[config.mk]
export PLATFORM = sky130hd
export DESIGN_NAME = pinirq_port
export DESIGN_NICKNAME = d
export VERILOG_FILES = /design/src/rtl/pinirq_pkg.sv /design/src/rtl/pinirq_sync.sv /design/src/rtl/pinirq_regs.sv /design/src/rtl/pinirq_detect.sv /design/src/rtl/pinirq_port.sv
export SDC_FILE = /design/constraint.sdc
export NUM_CORES = 1
export LEC_CHECK = 0
export ABC_AREA = 1
export BUFFER_PORTS_ARGS = -buffer_cell sky130_fd_sc_hd__buf_4
export CORE_ASPECT_RATIO = 1.2
export CORE_MARGIN = 2
export CORE_UTILIZATION = 50
export DETAILED_ROUTE_END_ITERATION = 8
export PLACE_DENSITY_LB_ADDON = 0.2
export SLEW_MARGIN = 20
export SYNTH_ARGS = -nofsm -noshare
export SYNTH_HDL_FRONTEND = slang
export SYNTH_SLANG_ARGS = --single-unit
export TNS_END_PERCENT = 5
[constraint.sdc]
create_clock -name clk -period 1.2 [get_ports clk]
set_input_delay 0.24 -clock clk [delete_from_list [all_inputs] [get_ports clk]]
set_output_delay 0.24 -clock clk [all_outputs]
set_load 0.05 [all_outputs]
[src/rtl/pinirq_pkg.sv]
package pinirq_pkg;

    localparam int PORT_W = 8;
    localparam int MODE_W = 2 * PORT_W;
    localparam int ADDR_W = 3;

    localparam logic [ADDR_W-1:0] OFS_MODE_HI = 3'd0;
    localparam logic [ADDR_W-1:0] OFS_MODE_LO = 3'd1;
    localparam logic [ADDR_W-1:0] OFS_DIR     = 3'd2;
    localparam logic [ADDR_W-1:0] OFS_EN      = 3'd3;
    localparam logic [ADDR_W-1:0] OFS_DATA    = 3'd4;
    localparam logic [ADDR_W-1:0] OFS_FLAG    = 3'd5;

    // Position 0 carries no pin.
    localparam logic [PORT_W-1:0] LIVE_MASK = 8'hFE;

    typedef enum logic [1:0] {
        SNS_LEVEL_LOW = 2'b00,
        SNS_RISE      = 2'b01,
        SNS_FALL      = 2'b10,
        SNS_BOTH      = 2'b11
    } sense_e;

    function automatic logic [MODE_W-1:0] mode_live_mask();
        logic [MODE_W-1:0] m;
        for (int i = 0; i < PORT_W; i++) begin
            m[2*i]   = LIVE_MASK[i];
            m[2*i+1] = LIVE_MASK[i];
        end
        return m;
    endfunction

    function automatic logic edge_hit(sense_e mode, logic was, logic now);
        logic h;
        case (mode)
            SNS_RISE:  h = ~was & now;
            SNS_FALL:  h = was & ~now;
            SNS_BOTH:  h = was ^ now;
            default:   h = 1'b0;
        endcase
        return h;
    endfunction

endpackage

[src/rtl/pinirq_sync.sv]
module pinirq_sync #(
    parameter int              W      = 8,
    parameter int              STAGES = 2,
    parameter logic [W-1:0]    INIT   = '1
) (
    input  logic         clk,
    input  logic         rst,
    input  logic [W-1:0] d,
    output logic [W-1:0] q,
    output logic [W-1:0] q_prev
);
    localparam int DEPTH = STAGES + 1;

    logic [W-1:0] chain [DEPTH];

    always_ff @(posedge clk) begin
        if (rst) begin
            for (int s = 0; s < DEPTH; s++) chain[s] <= INIT;
        end else begin
            chain[0] <= d;
            for (int s = 1; s < DEPTH; s++) chain[s] <= chain[s-1];
        end
    end

    assign q      = chain[STAGES-1];
    assign q_prev = chain[STAGES];

    // History stage trails the synchronized value by exactly one cycle.
    p_prev_lags_r5: assert property (@(posedge clk) disable iff (rst)
        1'b1 |=> (q_prev == $past(q)));

endmodule

[src/rtl/pinirq_regs.sv]
module pinirq_regs
    import pinirq_pkg::*;
(
    input  logic              clk,
    input  logic              rst,
    input  logic              reg_wr,
    input  logic [ADDR_W-1:0] reg_addr,
    input  logic [7:0]        reg_wdata,
    input  logic [PORT_W-1:0] pin_sync,
    input  logic [PORT_W-1:0] flag_q,
    output logic [PORT_W-1:0] dir_q,
    output logic [PORT_W-1:0] en_q,
    output logic [PORT_W-1:0] data_q,
    output logic [MODE_W-1:0] mode_q,
    output logic [PORT_W-1:0] clr_vec,
    output logic [7:0]        reg_rdata
);
    localparam logic [MODE_W-1:0] MODE_MASK = mode_live_mask();

    logic [PORT_W-1:0] data_view;

    always_ff @(posedge clk) begin
        if (rst) begin
            dir_q  <= '0;
            en_q   <= '0;
            data_q <= LIVE_MASK;
            mode_q <= '0;
        end else if (reg_wr) begin
            case (reg_addr)
                OFS_MODE_HI: mode_q[15:8] <= reg_wdata & MODE_MASK[15:8];
                OFS_MODE_LO: mode_q[7:0]  <= reg_wdata & MODE_MASK[7:0];
                OFS_DIR:     dir_q        <= reg_wdata & LIVE_MASK;
                OFS_EN:      en_q         <= reg_wdata & LIVE_MASK;
                OFS_DATA:    data_q       <= reg_wdata & LIVE_MASK;
                default:     ;
            endcase
        end
    end

    assign clr_vec   = (reg_wr && reg_addr == OFS_FLAG) ? (reg_wdata & LIVE_MASK) : '0;
    assign data_view = ((dir_q & data_q) | (~dir_q & pin_sync)) & LIVE_MASK;

    always_comb begin
        case (reg_addr)
            OFS_MODE_HI: reg_rdata = mode_q[15:8];
            OFS_MODE_LO: reg_rdata = mode_q[7:0];
            OFS_DIR:     reg_rdata = dir_q;
            OFS_EN:      reg_rdata = en_q;
            OFS_DATA:    reg_rdata = data_view;
            OFS_FLAG:    reg_rdata = flag_q;
            default:     reg_rdata = '0;
        endcase
    end

    // Reserved position never takes a written value.
    p_rsvd_regs_r2: assert property (@(posedge clk) disable iff (rst)
        1'b1 |=> (dir_q[0] == 1'b0 && en_q[0] == 1'b0 && data_q[0] == 1'b0));

endmodule

[src/rtl/pinirq_detect.sv]
module pinirq_detect
    import pinirq_pkg::*;
(
    input  logic              clk,
    input  logic              rst,
    input  logic [MODE_W-1:0] mode_q,
    input  logic [PORT_W-1:0] en_q,
    input  logic [PORT_W-1:0] pin_sync,
    input  logic [PORT_W-1:0] pin_prev,
    input  logic [PORT_W-1:0] clr_vec,
    output logic [PORT_W-1:0] flag_q,
    output logic [PORT_W-1:0] level_req,
    output logic [PORT_W-1:0] irq
);
    logic [PORT_W-1:0] hit_vec;

    for (genvar i = 0; i < PORT_W; i++) begin : g_pin
        sense_e mode_i;
        assign mode_i       = sense_e'(mode_q[2*i +: 2]);
        assign hit_vec[i]   = LIVE_MASK[i] & edge_hit(mode_i, pin_prev[i], pin_sync[i]);
        assign level_req[i] = LIVE_MASK[i] & (mode_i == SNS_LEVEL_LOW) & ~pin_sync[i];

        always_ff @(posedge clk) begin
            if (rst) flag_q[i] <= 1'b0;
            else     flag_q[i] <= hit_vec[i] | (flag_q[i] & ~clr_vec[i]);
        end
    end

    assign irq = en_q & (flag_q | level_req) & LIVE_MASK;

    // A set flag survives any cycle without a clearing write.
    p_flag_sticky_r6: assert property (@(posedge clk) disable iff (rst)
        1'b1 |=> ((($past(flag_q) & ~$past(clr_vec)) & ~flag_q) == '0));

    // A detected edge always lands in the flag, even against a clear.
    p_edge_wins_r6: assert property (@(posedge clk) disable iff (rst)
        1'b1 |=> (($past(hit_vec) & ~flag_q) == '0));

endmodule

[src/rtl/pinirq_port.sv]
module pinirq_port
    import pinirq_pkg::*;
#(
    parameter int SYNC_STAGES = 2
) (
    input  logic        clk,
    input  logic        rst,
    input  logic        reg_wr,
    input  logic [2:0]  reg_addr,
    input  logic [7:0]  reg_wdata,
    output logic [7:0]  reg_rdata,
    input  logic [7:0]  pin_in,
    output logic [7:0]  pin_out,
    output logic [7:0]  pin_oe,
    output logic [7:0]  irq
);
    logic [PORT_W-1:0] dir_q, en_q, data_q, flag_q, clr_vec;
    logic [PORT_W-1:0] pad_view, pin_sync, pin_prev, level_req;
    logic [MODE_W-1:0] mode_q;

    // Sensing sees the driven level on outputs, the pad on inputs.
    assign pad_view = (dir_q & data_q) | (~dir_q & pin_in);

    pinirq_sync #(
        .W      (PORT_W),
        .STAGES (SYNC_STAGES),
        .INIT   ('1)
    ) u_sync (
        .clk    (clk),
        .rst    (rst),
        .d      (pad_view),
        .q      (pin_sync),
        .q_prev (pin_prev)
    );

    pinirq_regs u_regs (
        .clk       (clk),
        .rst       (rst),
        .reg_wr    (reg_wr),
        .reg_addr  (reg_addr),
        .reg_wdata (reg_wdata),
        .pin_sync  (pin_sync),
        .flag_q    (flag_q),
        .dir_q     (dir_q),
        .en_q      (en_q),
        .data_q    (data_q),
        .mode_q    (mode_q),
        .clr_vec   (clr_vec),
        .reg_rdata (reg_rdata)
    );

    pinirq_detect u_detect (
        .clk       (clk),
        .rst       (rst),
        .mode_q    (mode_q),
        .en_q      (en_q),
        .pin_sync  (pin_sync),
        .pin_prev  (pin_prev),
        .clr_vec   (clr_vec),
        .flag_q    (flag_q),
        .level_req (level_req),
        .irq       (irq)
    );

    assign pin_out = data_q;
    assign pin_oe  = dir_q;

    // Reserved position is silent on every output.
    p_rsvd_quiet_r2: assert property (@(posedge clk) disable iff (rst)
        irq[0] == 1'b0 && pin_oe[0] == 1'b0 && pin_out[0] == 1'b0);

    // No request from a pin whose enable is clear.
    p_irq_needs_en_r9: assert property (@(posedge clk) disable iff (rst)
        (irq & ~en_q) == '0);

    // An enabled low level in level mode always requests.
    p_level_req_r8: assert property (@(posedge clk) disable iff (rst)
        ((en_q & level_req) & ~irq) == '0);

endmodule

### Word-level counts from Yosys, hierarchy flattened

Memories as Yosys holds them, arrays and structs flattened.
Cells that the tools add are included.

| operators by class | value |
|---|---|
| equal/unequal tests | 26 |
| multiplexer cells | 15 |
| bitwise operators | 76 |
| reductions and logical operators | 14 |

Operators with widths:

| operator | count |
|---|---|
| case mux 8 bit (6 select lines) | 1 |
| AND 8 bit | 4 |
| two-way mux 8 bit | 4 |
| AND 1 bit | 29 |
| equality test 2 bit, second input constant | 14 |
| bitwise OR 8 bit | 3 |
| inverter 1 bit | 22 |
| case mux 1 bit (3 select lines) | 7 |
| equality test 2 x 1 -> 1 bit, second input constant | 7 |
| logical NOT 2 bit | 7 |
| bitwise OR 1 bit | 10 |
| AND reduction 2 bit | 5 |
| inverter 8 bit | 1 |
| XOR 1 bit | 7 |
| equality test 3 x 2 -> 1 bit, second input constant | 2 |
| equality test 3 bit, second input constant | 2 |
| equality test 3 x 1 -> 1 bit, second input constant | 1 |
| logical NOT 3 bit | 1 |
| two-way mux 1 bit | 3 |
| logical AND 1 bit | 1 |

| word-level totals | value |
|---|---|
| bits in registers | 43 |
| RAM bits | 24 |
| output and inout port bits | 32 |
| word-level logic and storage cells | 145 |
| memories | 1 |

Memory list:

| name | depth | bits a word | read ports | clocked after Yosys merged registers in | write ports | line | source |
|---|---|---|---|---|---|---|---|
| u_sync.chain | 3 | 8 | 3 | 0 | 3 | pinirq_sync.sv:14 | `logic [W-1:0] chain [DEPTH];` |

### Logic depth before layout (Yosys ltp)

Gate-level depths: netlist of run 1.

| logic depth | value |
|---|---|
| depth after elaboration | 6 |
| depth in mapped cells | 9 |
| mapped depth without buffers | 7 |

### Cells and area by module

A second synthesis of run 1 with hierarchy kept.

| second synthesis, totals | value |
|---|---|
| cells, all modules | 597 |
| area, all modules | 3814.9 µm² |

By module, submodules not included:

| module | times used | cells each | area an instance (µm²) | seq. area each (µm²) |
|---|---|---|---|---|
| pinirq_regs | 1 | 339 | 2043.2 | 700.7 |
| pinirq_detect | 1 | 135 | 842.1 | 160.2 |
| pinirq_sync | 1 | 91 | 809.5 | 480.5 |
| pinirq_port | 1 | 32 | 120.1 | 0.0 |

### Least setup slack after synthesis of run 1

No wires, ideal clock.

| timing path | value |
|---|---|
| kind | register -> output |
| start | mem u_sync.chain[1][4] (netlist: u_sync.chain[0][12]) |
| end | out irq[4] |
| arrival time | 1.578 ns |
| required time | 0.960 ns |
| path slack | -0.618 ns |
| cell stages (with the launch flop) | 4 |
| path buffers | 0 |
| path through | dfxtp_1 > inv_1 > nand3_1 > a21boi_0 |

RTL lines:

| element | line | source |
|---|---|---|
| start: declaration | pinirq_sync.sv:14 |  |
| end: declaration | pinirq_port.sv:15 | `output logic [7:0] irq` |

==> out/qor.txt, run 1 <==
Initial cell density of the core - 0.520
Final weighted congestion in routability-driven placement - 0.878
Filler cell count in the final layout - 467
Combined area of all synthesized cells - 3160 µm²
Vias in the first global route - 3526
Die Span Y - 91.1 µm
Final wirelength - 9910 µm
Number of setup violations in the final report - 19
Clock Sink Count - 63
Register bit count reported by yosys - 63
Crit path setup slack, layout - -370 ps
Detail-routed via count per cell - 5.19
Fraction of the cycle the final worst path needs - 1.31
Min Tclk post-route - 1570 ps
Path category of the worst min-delay check - primary input to register
Post-synthesis instance total - 467
Share of cells above drive strength 1 - 0.370
Number of max-cap violations - 0
Final clock skew - 7.34 ps
Areal power density over the cells - 1080 nW/µm²
Outcome - finished with violations
Unique masters post-synth - 27
IR Drop Worst-Case VDD - 1.02 mV
Number of nets in the finished design - 617
Peak clock frequency supported by timing - 637 MHz
Layout area overhead - 46.4%
Critical Path Fanout Max - 3
Leakage power - 2.18 nW
Hold-fix buffers, CTS - 0
CP Class - register to output pin
Warning count from the yosys run - 0
Cell Area, Placed - 4170 µm²
Port Buf Inserts - 49
Number of design-rule violations left by the first detailed-router iteration - 275
Root buffer cell - clkbuf_8
Clock transition at path regs - 70 ps
Routed length per placed instance - 14.8 µm
Fraction of the yosys area taken by sequential cells - 0.399
Wire length of the first global-routing pass - 16300 µm
Die X-Extent - 76.6 µm
Overall Global Routing Usage - 0.295
Core occupancy in the finished layout - 0.761
WP data required - 960 ps
Power consumption - 5.02 mW
Cell with the biggest individual delay on the critical path - dfxtp_2
Number of core rows - 31
Final std cells w/o fill - 668
Crit path launch type - register
Hold Worst Slack - 99.3 ps
Vias post-DR - 3469
Final hold viol count - 0
Antenna violations before repair - 0
Design Area, Final - 4630 µm²
Failing checks - setup timing
Antenna-violating nets left - 0
DRT Pass-1 Iters - 5
Most common library cell in the layout ignoring fill and taps - nand2_1
RSZ-0062 raised after global routing - yes
Placed wire-length estimate - 6920 µm
Setup total negative slack - -4700 ps
Count of boundary I/O pins - 54
Endpoint kind of the worst setup timing path - output pin
Number of placed cells counting well taps - 652
Average cell area after synthesis - 6.78 µm²
Number of buffers created by CTS - 9
DRC errors left - 0
Sequence of cells on the critical path - inv_1, buf_4, nand3_1, a21boi_2, buf_6
Total congestion overflow after global routing - 0
Core ar. - 6090 µm²
Htree depth - 3
Number of antenna diodes - 0
Post-Place Worst Slack - -340 ps
Maximum number of pins on one net before global-route repair - 43
Buffers from clock root to sink, at most - 2
Slew Limit Fails - 0
Worst path arrival time - 1330 ps
Full die area - 6980 µm²
Clock Latency Late Sink - 350 ps
Commonest non-fill, non-tap cells in the layout - 125 x nand2_1, 88 x buf_4, 57 x nor2_1
Largest stage delay on the critical path - 320 ps
Clock tree from TritonCTS - yes
[timing repair]
item / CTS / global route
setup buffers: 0 / 0
setup endpoints to repair: 27 / 27
resized for setup: 62 / 35
pin swaps: 10 / 14
hold endpoints to repair: 0 / 0
[layer usage]
metal	global-route usage	part of all wire	vias to the layer above
met1	0.356	0.40	1623
met3	0.0467	0.061	32
met2	0.499	0.50	132
met4	0.168	0.038	0
met5	0	0	-
li1	-	-	1682
[power by group]
part	internal [mW]	switching, mW	total, mW
combinational	0.365	0.521	0.887
clock	1.07	0.840	1.91
sequential	2.17	0.0591	2.23
[final cells by class]
class | count | area (µm²) | share of cell area
inverters | 65 | 244 | 0.0527
flip-flops and latches | 63 | 1310 | 0.282
multi-input cells | 326 | 1730 | 0.374
well taps | 82 | 103 | 0.0221
clock buffers | 11 | 151 | 0.0327
repair buffers | 116 | 1040 | 0.224
clock inverters | 5 | 56.3 | 0.0122
[final timing paths]
check	startpoint	to	slack [ps]	cells past startpoint
worst min-delay path	pin_in[3]	u_sync.chain[0][3]	100	3
worst max register to register	u_sync.chain[0][9]	u_detect.flag_q[1]	0	6
worst max-delay path	u_sync.chain[0][12]	irq[4]	-370	5
worst min register to register	u_sync.chain[0][3]	u_sync.chain[0][11]	410	1
[state kept, by name, indices dropped and copies added (netlist names)]
register	count
u_sync.chain	21
u_detect.flag_q	7
u_regs.en_q	7
u_regs.data_q	7
u_regs.mode_q	14
u_regs.dir_q	7
[Yosys cell counts]
| cell type | n | area share |
|---|---|---|
| nand3_2 | 1 | 0.0032 |
| inv_1 | 60 | 0.071 |
| buf_2 | 4 | 0.0063 |
| o22ai_1 | 2 | 0.0040 |
| inv_2 | 5 | 0.0059 |
| a21oi_1 | 15 | 0.024 |
| nor3_1 | 3 | 0.0047 |
| nand4_1 | 7 | 0.014 |
| o21ai_0 | 33 | 0.052 |
| nor2_2 | 1 | 0.0020 |
| nor2_4 | 3 | 0.011 |
| conb_1 | 1 | 0.0012 |
| nand2_1 | 136 | 0.16 |
| or2_2 | 7 | 0.014 |
| nand2_2 | 3 | 0.0059 |
| nor2_8 | 1 | 0.0063 |
| nor2_1 | 63 | 0.075 |
| dfxtp_1 | 63 | 0.40 |
| o21a_1 | 2 | 0.0047 |
| buf_6 | 3 | 0.011 |
| a31oi_1 | 1 | 0.0020 |
| clkbuf_1 | 5 | 0.0059 |
| o211ai_1 | 4 | 0.0095 |
| nand3_1 | 24 | 0.038 |
| a21boi_0 | 3 | 0.0071 |
| buf_4 | 3 | 0.0071 |
| ha_1 | 14 | 0.055 |
[cell families after synthesis]
group                      count (synthesis)  share of synthesized area
AOI/OAI and AO/OA                         60                      0.103
and+or+nand+nor                          249                      0.335
DFF                                       63                      0.399
buffers and inverters                     80                      0.107
adders and majority gates                 14                     0.0554
other                                      1                    0.00119
[critical path, delay by kind of cell (launching register included)]
family                 cells  cell delay, ps
DFF                        1             320
AOI/OAI and AO/OA          1             190
and+or+nand+nor            1             110
buffers and inverters      3             360
No activity file was read; power rests on OpenSTA's default activity.
==> run 2, diff against run 1 <==
--- a/config.mk
+++ b/config.mk
@@ -7,9 +7,11 @@
 export LEC_CHECK = 0
 export ABC_AREA = 1
 export BUFFER_PORTS_ARGS = -buffer_cell sky130_fd_sc_hd__buf_4
+export CELL_PAD_IN_SITES_DETAIL_PLACEMENT = 1
+export CELL_PAD_IN_SITES_GLOBAL_PLACEMENT = 1
 export CORE_ASPECT_RATIO = 1.2
 export CORE_MARGIN = 2
-export CORE_UTILIZATION = 50
+export CORE_UTILIZATION = 36
 export DETAILED_ROUTE_END_ITERATION = 8
 export PLACE_DENSITY_LB_ADDON = 0.2
 export SLEW_MARGIN = 20
==> out/qor.txt, run 2 (same netlist as run 1, synthesis figures left out) <==
CP Class - register to output pin (unchanged)
Areal power density over the cells - 1010 nW/µm² (was 1080 nW/µm²)
Largest registers ranked by flip-flop count - u_sync.chain (21), u_regs.mode_q (14) (unchanged)
Outcome - finished with violations (unchanged)
Hold-fix buffers, CTS - 0 (unchanged)
Clock transition at path regs - 60 ps (was 70 ps)
Min Tclk post-route - 1560 ps (was 1570 ps)
DRC errors left - 0 (unchanged)
IR Drop Worst-Case VDD - 0.526 mV (was 1.02 mV)
Largest Register - u_sync.chain (unchanged)
Number of nets in the finished design - 624 (was 617)
Final clock skew - 7.18 ps (was 7.34 ps)
Full die area - 9560 µm² (was 6980 µm²)
Net load switching power - 1.40 mW (was 1.42 mW)
Crit path setup slack, layout - -357 ps (was -370 ps)
Antenna violations before repair - 0 (unchanged)
Share of cells above drive strength 1 - 0.395 (was 0.370)
Cell-internal power - 3.45 mW (was 3.60 mW)
Detail-routed via count per cell - 4.84 (was 5.19)
Most Used Layer, Global Route - met2 (unchanged)
Initial cell density of the core - 0.369 (was 0.520)
Layout area overhead - 51.9% (was 46.4%)
Depth of the worst hold-timing path - 3 (unchanged)
Slew Limit Fails - 0 (unchanged)
Clock Sink Count - 63 (unchanged)
Worst path arrival time - 1320 ps (was 1330 ps)
Number of placed cells counting well taps - 692 (was 652)
Filler cell count in the final layout - 1092 (was 467)
Final wirelength - 11200 µm (was 9910 µm)
Buffers from clock root to sink, at most - 2 (unchanged)
Sequence of cells on the critical path - o21ai_2, nand2_1, o21ai_1, inv_1, nand2_4, buf_8 (was inv_1, buf_4, nand3_1, a21boi_2, buf_6)
Die Span Y - 107 µm (was 91.1 µm)
Count of boundary I/O pins - 54 (unchanged)
Number of max-cap violations - 0 (unchanged)
Commonest non-fill, non-tap cells in the layout - 124 x nand2_1, 83 x buf_4, 55 x nor2_1 (was 125 x nand2_1, 88 x buf_4, 57 x nor2_1)
Fraction of the cycle the final worst path needs - 1.30 (was 1.31)
Clock tree from TritonCTS - yes (unchanged)
Total congestion overflow after global routing - 0 (unchanged)
Max reg flops - 21 (unchanged)
Core ar. - 8560 µm² (was 6090 µm²)
Vias post-DR - 3424 (was 3469)
Cell with the biggest individual delay on the critical path - dfxtp_4 (was dfxtp_2)
Met2 Use GR - 0.448 (was 0.499)
Final hold viol count - 0 (unchanged)
Number of buffers created by CTS - 9 (unchanged)
Clock Latency Late Sink - 350 ps (about the same)
Final weighted congestion in routability-driven placement - 0.824 (was 0.878)
Global-route track usage on met3 - 0.0370 (was 0.0467)
Failing checks - setup timing (unchanged)
Fraction of met1 tracks used by global routing - 0.281 (was 0.356)
Vias in the first global route - 3717 (was 3526)
Die X-Extent - 89.6 µm (was 76.6 µm)
Peak clock frequency supported by timing - 642 MHz (was 637 MHz)
Number of design-rule violations left by the first detailed-router iteration - 102 (was 275)
DRT Pass-1 Iters - 4 (was 5)
Number of setup violations in the final report - 21 (was 19)
Htree depth - 3 (unchanged)
Most common library cell in the layout ignoring fill and taps - nand2_1 (unchanged)
Number of antenna diodes - 0 (unchanged)
RSZ-0062 raised after global routing - yes (unchanged)
Placed wire-length estimate - 8230 µm (was 6920 µm)
Wire length of the first global-routing pass - 18000 µm (was 16300 µm)
Proportion of power drawn by the clock network - 0.346 (was 0.380)
Leakage power - 2.22 nW (was 2.18 nW)
Endpoint kind of the worst setup timing path - output pin (unchanged)
Largest stage delay on the critical path - 360 ps (was 320 ps)
Root buffer cell - clkbuf_8 (unchanged)
Post-Place Worst Slack - -421 ps (was -340 ps)
Relative contribution of sequential cells to total power - 0.460 (was 0.444)
Overall Global Routing Usage - 0.251 (was 0.295)
Final std cells w/o fill - 707 (was 668)
Crit path launch type - register (unchanged)
Critical Path Fanout Max - 5 (was 3)
Number of core rows - 37 (was 31)
Part of the total power dissipated in combinational logic - 0.193 (was 0.176)
Net switching share of the total power - 0.289 (was 0.283)
WP data required - 960 ps (about the same)
Antenna-violating nets left - 0 (unchanged)
Routed length per placed instance - 15.9 µm (was 14.8 µm)
Path category of the worst min-delay check - primary input to register (unchanged)
R2r worst-path depth - 6 (unchanged)
Maximum number of pins on one net before global-route repair - 24 (was 43)
Port Buf Inserts - 49 (unchanged)
[run 2: power by group through the flow]
stage | combinational (mW) | sequential, mW | clock, mW
3_5_place_dp | 0.834 | 2.28 | 0
4_1_cts | 0.899 | 2.23 | 1.72
3_3_place_gp | 0.808 | 2.27 | 0
5_1_grt | 1.02 | 2.24 | 1.80
6_report | 0.938 | 2.23 | 1.68
2_1_floorplan | 0.398 | 2.32 | 0
[run 2: worst max-delay path: cells and delay by family, from the launching register on]
family | cells | cell delay [ps]
DFF | 1 | 360
AOI/OAI and AO/OA | 2 | 230
buffers and inverters | 2 | 230
and+or+nand+nor | 2 | 140
[run 2: final timing paths]
kind	end	slack [ps]	from
worst min register to register	u_sync.chain[0][10]	410	u_sync.chain[0][2]
worst min-delay path	u_sync.chain[0][3]	90	pin_in[3]
worst max register to register	u_detect.flag_q[2]	0	u_sync.chain[0][10]
worst max-delay path	reg_rdata[5]	-360	u_regs.dir_q[5]
[run 2: what timing repair did]
| item | in CTS | in global routing |
|---|---|---|
| pin swaps | 14 | 23 |
| buffers inserted | 0 | 2 |
| endpoints found under the setup margin | 32 | 39 |
| gates resized for setup | 80 | 51 |
| cloned | 0 | 0 |
[run 2: metrics by stage]
stage           util  cell area (µm²)  hold slack (ps)  setup TNS (ps)  power [mW]
6_report       0.561             4810             89.8           -4730        4.85
5_1_grt        0.561             4810             92.7           -6090        5.06
4_1_cts        0.541             4630             78.0           -5430        4.85
3_5_place_dp   0.497             4260              400           -8810        3.11
3_3_place_gp   0.497             4260              392           -6280        3.08
2_1_floorplan      -             3250              347           -1020        2.72
[run 2: per-layer routing]
| metal | part of all wire | vias to the layer above |
|---|---|---|
| met1 | 0.40 | 1647 |
| met2 | 0.53 | 64 |
| met4 | 0.030 | 0 |
| met3 | 0.042 | 21 |
| li1 | - | 1692 |
| met5 | 0 | - |
[run 2: final cells by class]
class / count / area [µm²] / share of cell area
clock buffer: 12 / 165 / 0.0344
tap: 117 / 146 / 0.0305
sequential: 63 / 1310 / 0.272
clock inverter: 1 / 5.00 / 0.00104
multi-input combinational: 326 / 1770 / 0.369
inverter: 65 / 249 / 0.0518
timing repair buffer: 123 / 1160 / 0.242
==> run 3, diff against run 2 <==
--- a/config.mk
+++ b/config.mk
@@ -6,13 +6,13 @@
 export NUM_CORES = 1
 export LEC_CHECK = 0
 export ABC_AREA = 1
-export BUFFER_PORTS_ARGS = -buffer_cell sky130_fd_sc_hd__buf_4
 export CELL_PAD_IN_SITES_DETAIL_PLACEMENT = 1
 export CELL_PAD_IN_SITES_GLOBAL_PLACEMENT = 1
 export CORE_ASPECT_RATIO = 1.2
 export CORE_MARGIN = 2
-export CORE_UTILIZATION = 36
+export CORE_UTILIZATION = 40
 export DETAILED_ROUTE_END_ITERATION = 8
+export DONT_BUFFER_PORTS = 1
 export PLACE_DENSITY_LB_ADDON = 0.2
 export SLEW_MARGIN = 20
 export SYNTH_ARGS = -nofsm -noshare
==> out/qor.txt, run 3 (same netlist as run 1, synthesis figures left out) <==
Port Buf Inserts - 0 (was 49)
Buffers from clock root to sink, at most - 2 (unchanged)
Critical Path Fanout Max - 4 (was 5)
Crit path setup slack, layout - -329 ps (was -357 ps)
R2r worst-path depth - 7 (was 6)
Vias in the first global route - 3364 (was 3717)
Routed length per placed instance - 16.5 µm (was 15.9 µm)
Slew Limit Fails - 0 (unchanged)
Setup total negative slack - -4070 ps (was -4730 ps)
Clock Sink Count - 63 (unchanged)
Crit path launch type - register (unchanged)
IR Drop Worst-Case VDD - 0.674 mV (was 0.526 mV)
Root buffer cell - clkbuf_8 (unchanged)
Number of core rows - 35 (was 37)
Outcome - finished with violations (unchanged)
Number of setup violations in the final report - 18 (was 21)
Worst rel slew slack - 0.329
RSZ-0062 raised after global routing - yes (unchanged)
Launch instance of the worst min-delay path - pin_in[7] (was pin_in[3])
Depth of the worst hold-timing path - 2 (was 3)
Detail-routed via count per cell - 5.09 (was 4.84)
DRC errors left - 0 (unchanged)
Area occupied by multi-input gates - 1740 µm² (was 1770 µm²)
Clock transition at path regs - 60 ps (about the same)
Reg-to-reg endpoint - u_detect.flag_q[2] (unchanged)
CP Class - register to output pin (unchanged)
Worst Setup SP - u_regs.dir_q[3] (was u_regs.dir_q[5])
Layout area overhead - 31.9% (was 51.9%)
Clock Latency Late Sink - 350 ps (about the same)
Peak clock frequency supported by timing - 654 MHz (was 642 MHz)
Overall Global Routing Usage - 0.255 (was 0.251)
Largest registers ranked by flip-flop count - u_sync.chain (21), u_regs.mode_q (14) (unchanged)
Max reg flops - 21 (unchanged)
Start of the worst register-to-register path - u_sync.chain[0][10] (unchanged)
Share of cells above drive strength 1 - 0.297 (was 0.395)
Die X-Extent - 85.2 µm (was 89.6 µm)
Actual transition at the worst max-transition pin - 1010 ps
Worst path arrival time - 1290 ps (was 1320 ps)
Combined flip-flop and latch cell area - 1310 µm² (about the same)
Antenna violations before repair - 0 (unchanged)
Clock tree from TritonCTS - yes (unchanged)
Final clock skew - 6.03 ps (was 7.18 ps)
Hold Worst Slack - 13.7 ps (was 89.8 ps)
Number of antenna diodes - 0 (unchanged)
Maximum number of pins on one net before global-route repair - 25 (was 24)
Filler cell count in the final layout - 988 (was 1092)
Number of design-rule violations left by the first detailed-router iteration - 116 (was 102)
Number of nets in the finished design - 562 (was 624)
DRT Pass-1 Iters - 4 (unchanged)
Antenna-violating nets left - 0 (unchanged)
Power consumption - 4.53 mW (was 4.85 mW)
Largest Register - u_sync.chain (unchanged)
Failing checks - setup timing (unchanged)
Commonest non-fill, non-tap cells in the layout - 128 x nand2_1, 55 x nor2_1, 51 x inv_1 (was 124 x nand2_1, 83 x buf_4, 55 x nor2_1)
Total congestion overflow after global routing - 0 (unchanged)
Number of max-cap violations - 0 (unchanged)
R2r setup slk - -10 ps (was 0 ps)
Endpoint kind of the worst setup timing path - output pin (unchanged)
Initial cell density of the core - 0.413 (was 0.369)
Core occupancy in the finished layout - 0.545 (was 0.561)
Number of buffers created by CTS - 9 (unchanged)
Count of boundary I/O pins - 54 (unchanged)
Die Span Y - 101 µm (was 107 µm)
End of the worst hold path - u_sync.chain[0][7] (was u_sync.chain[0][3])
Placed wire-length estimate - 7530 µm (was 8230 µm)
Fraction of the cycle the final worst path needs - 1.27 (was 1.30)
Most common library cell in the layout ignoring fill and taps - nand2_1 (unchanged)
Path category of the worst min-delay check - primary input to register (unchanged)
WP data required - 960 ps (about the same)
Final weighted congestion in routability-driven placement - 0.793 (was 0.824)
Full die area - 8640 µm² (was 9560 µm²)
Final hold viol count - 0 (unchanged)
Min Tclk post-route - 1530 ps (was 1560 ps)
Wire length of the first global-routing pass - 16800 µm (was 18000 µm)
Vias post-DR - 3159 (was 3424)
Leakage power - 1.87 nW (was 2.22 nW)
Final wirelength - 10200 µm (was 11200 µm)
Areal power density over the cells - 1090 nW/µm² (was 1010 nW/µm²)
Core ar. - 7660 µm² (was 8560 µm²)
Htree depth - 3 (unchanged)
-- run 3: cell types whose count changed in the layout (fill, tap and decap cells not counted), moves of 4 or more --
| cell | delta |
|---|---|
| nand2_2 | -4 |
| nand2_1 | +4 |
| buf_6 | -20 |
| buf_4 | -36 |
| buf_8 | -13 |
| nand3_2 | -4 |
| buf_12 | +6 |
-- run 3: how the worst max path moves through the flow --
stage	to	slack (ps)
2_1_floorplan	reg_rdata[6]	-140
3_3_place_gp	reg_rdata[7]	-110
3_5_place_dp	reg_rdata[7]	-170
4_1_cts	irq[2]	-350
5_1_grt	reg_rdata[4]	-400
6_report	reg_rdata[3]	-330
-- run 3: through the flow --
| step | instances | worst slack, ps | cell area, µm² |
|---|---|---|---|
| finish | 621 | -329 | 4180 |
| global route | 621 | -401 | 4180 |
| CTS | 620 | -351 | 4090 |
| detailed placement | 603 | -166 | 3820 |
| global placement | 603 | -108 | 3820 |
| floorplan | 469 | -142 | 3250 |
-- run 3: what timing repair did --
| item | 4_1_cts | 5_1_grt |
|---|---|---|
| setup buffers | 2 | 1 |
| setup endpoints to repair | 18 | 38 |
| gates resized for setup | 42 | 32 |
| pin swaps | 15 | 13 |
| hold endpoints to repair | 21 | 0 |
| hold buffers | 1 | 0 |
-- run 3: critical path: stages, from the launching register on --
cell     delay [ps]
dfxtp_4         370
nand2_4          60
o21ai_2          50
nand2_1          60
nand2_1          60
nor2_2           90
nand2_2          90
buf_12          160
-- run 3: area by class of cell --
cell class | count | area share
multi-input cells | 326 | 0.416
flip-flops and latches | 63 | 0.313
repair buffers | 61 | 0.144
inverters | 65 | 0.0596
clock buffers | 13 | 0.0381
well taps | 92 | 0.0276
clock inverters | 1 | 0.00120
-- run 3: report_power, final --
group | switching [mW] | internal, mW
Combinational | 0.446 | 0.235
Clock | 0.785 | 0.838
Sequential | 0.0590 | 2.17
-- run 3: per-layer routing --
metal	track usage	vias to the layer above	wire [µm]
met2	0.468	65	5350
met5	0	-	0
li1	-	1567	-
met4	0.105	0	232
met3	0.0530	19	483
met1	0.286	1508	4160
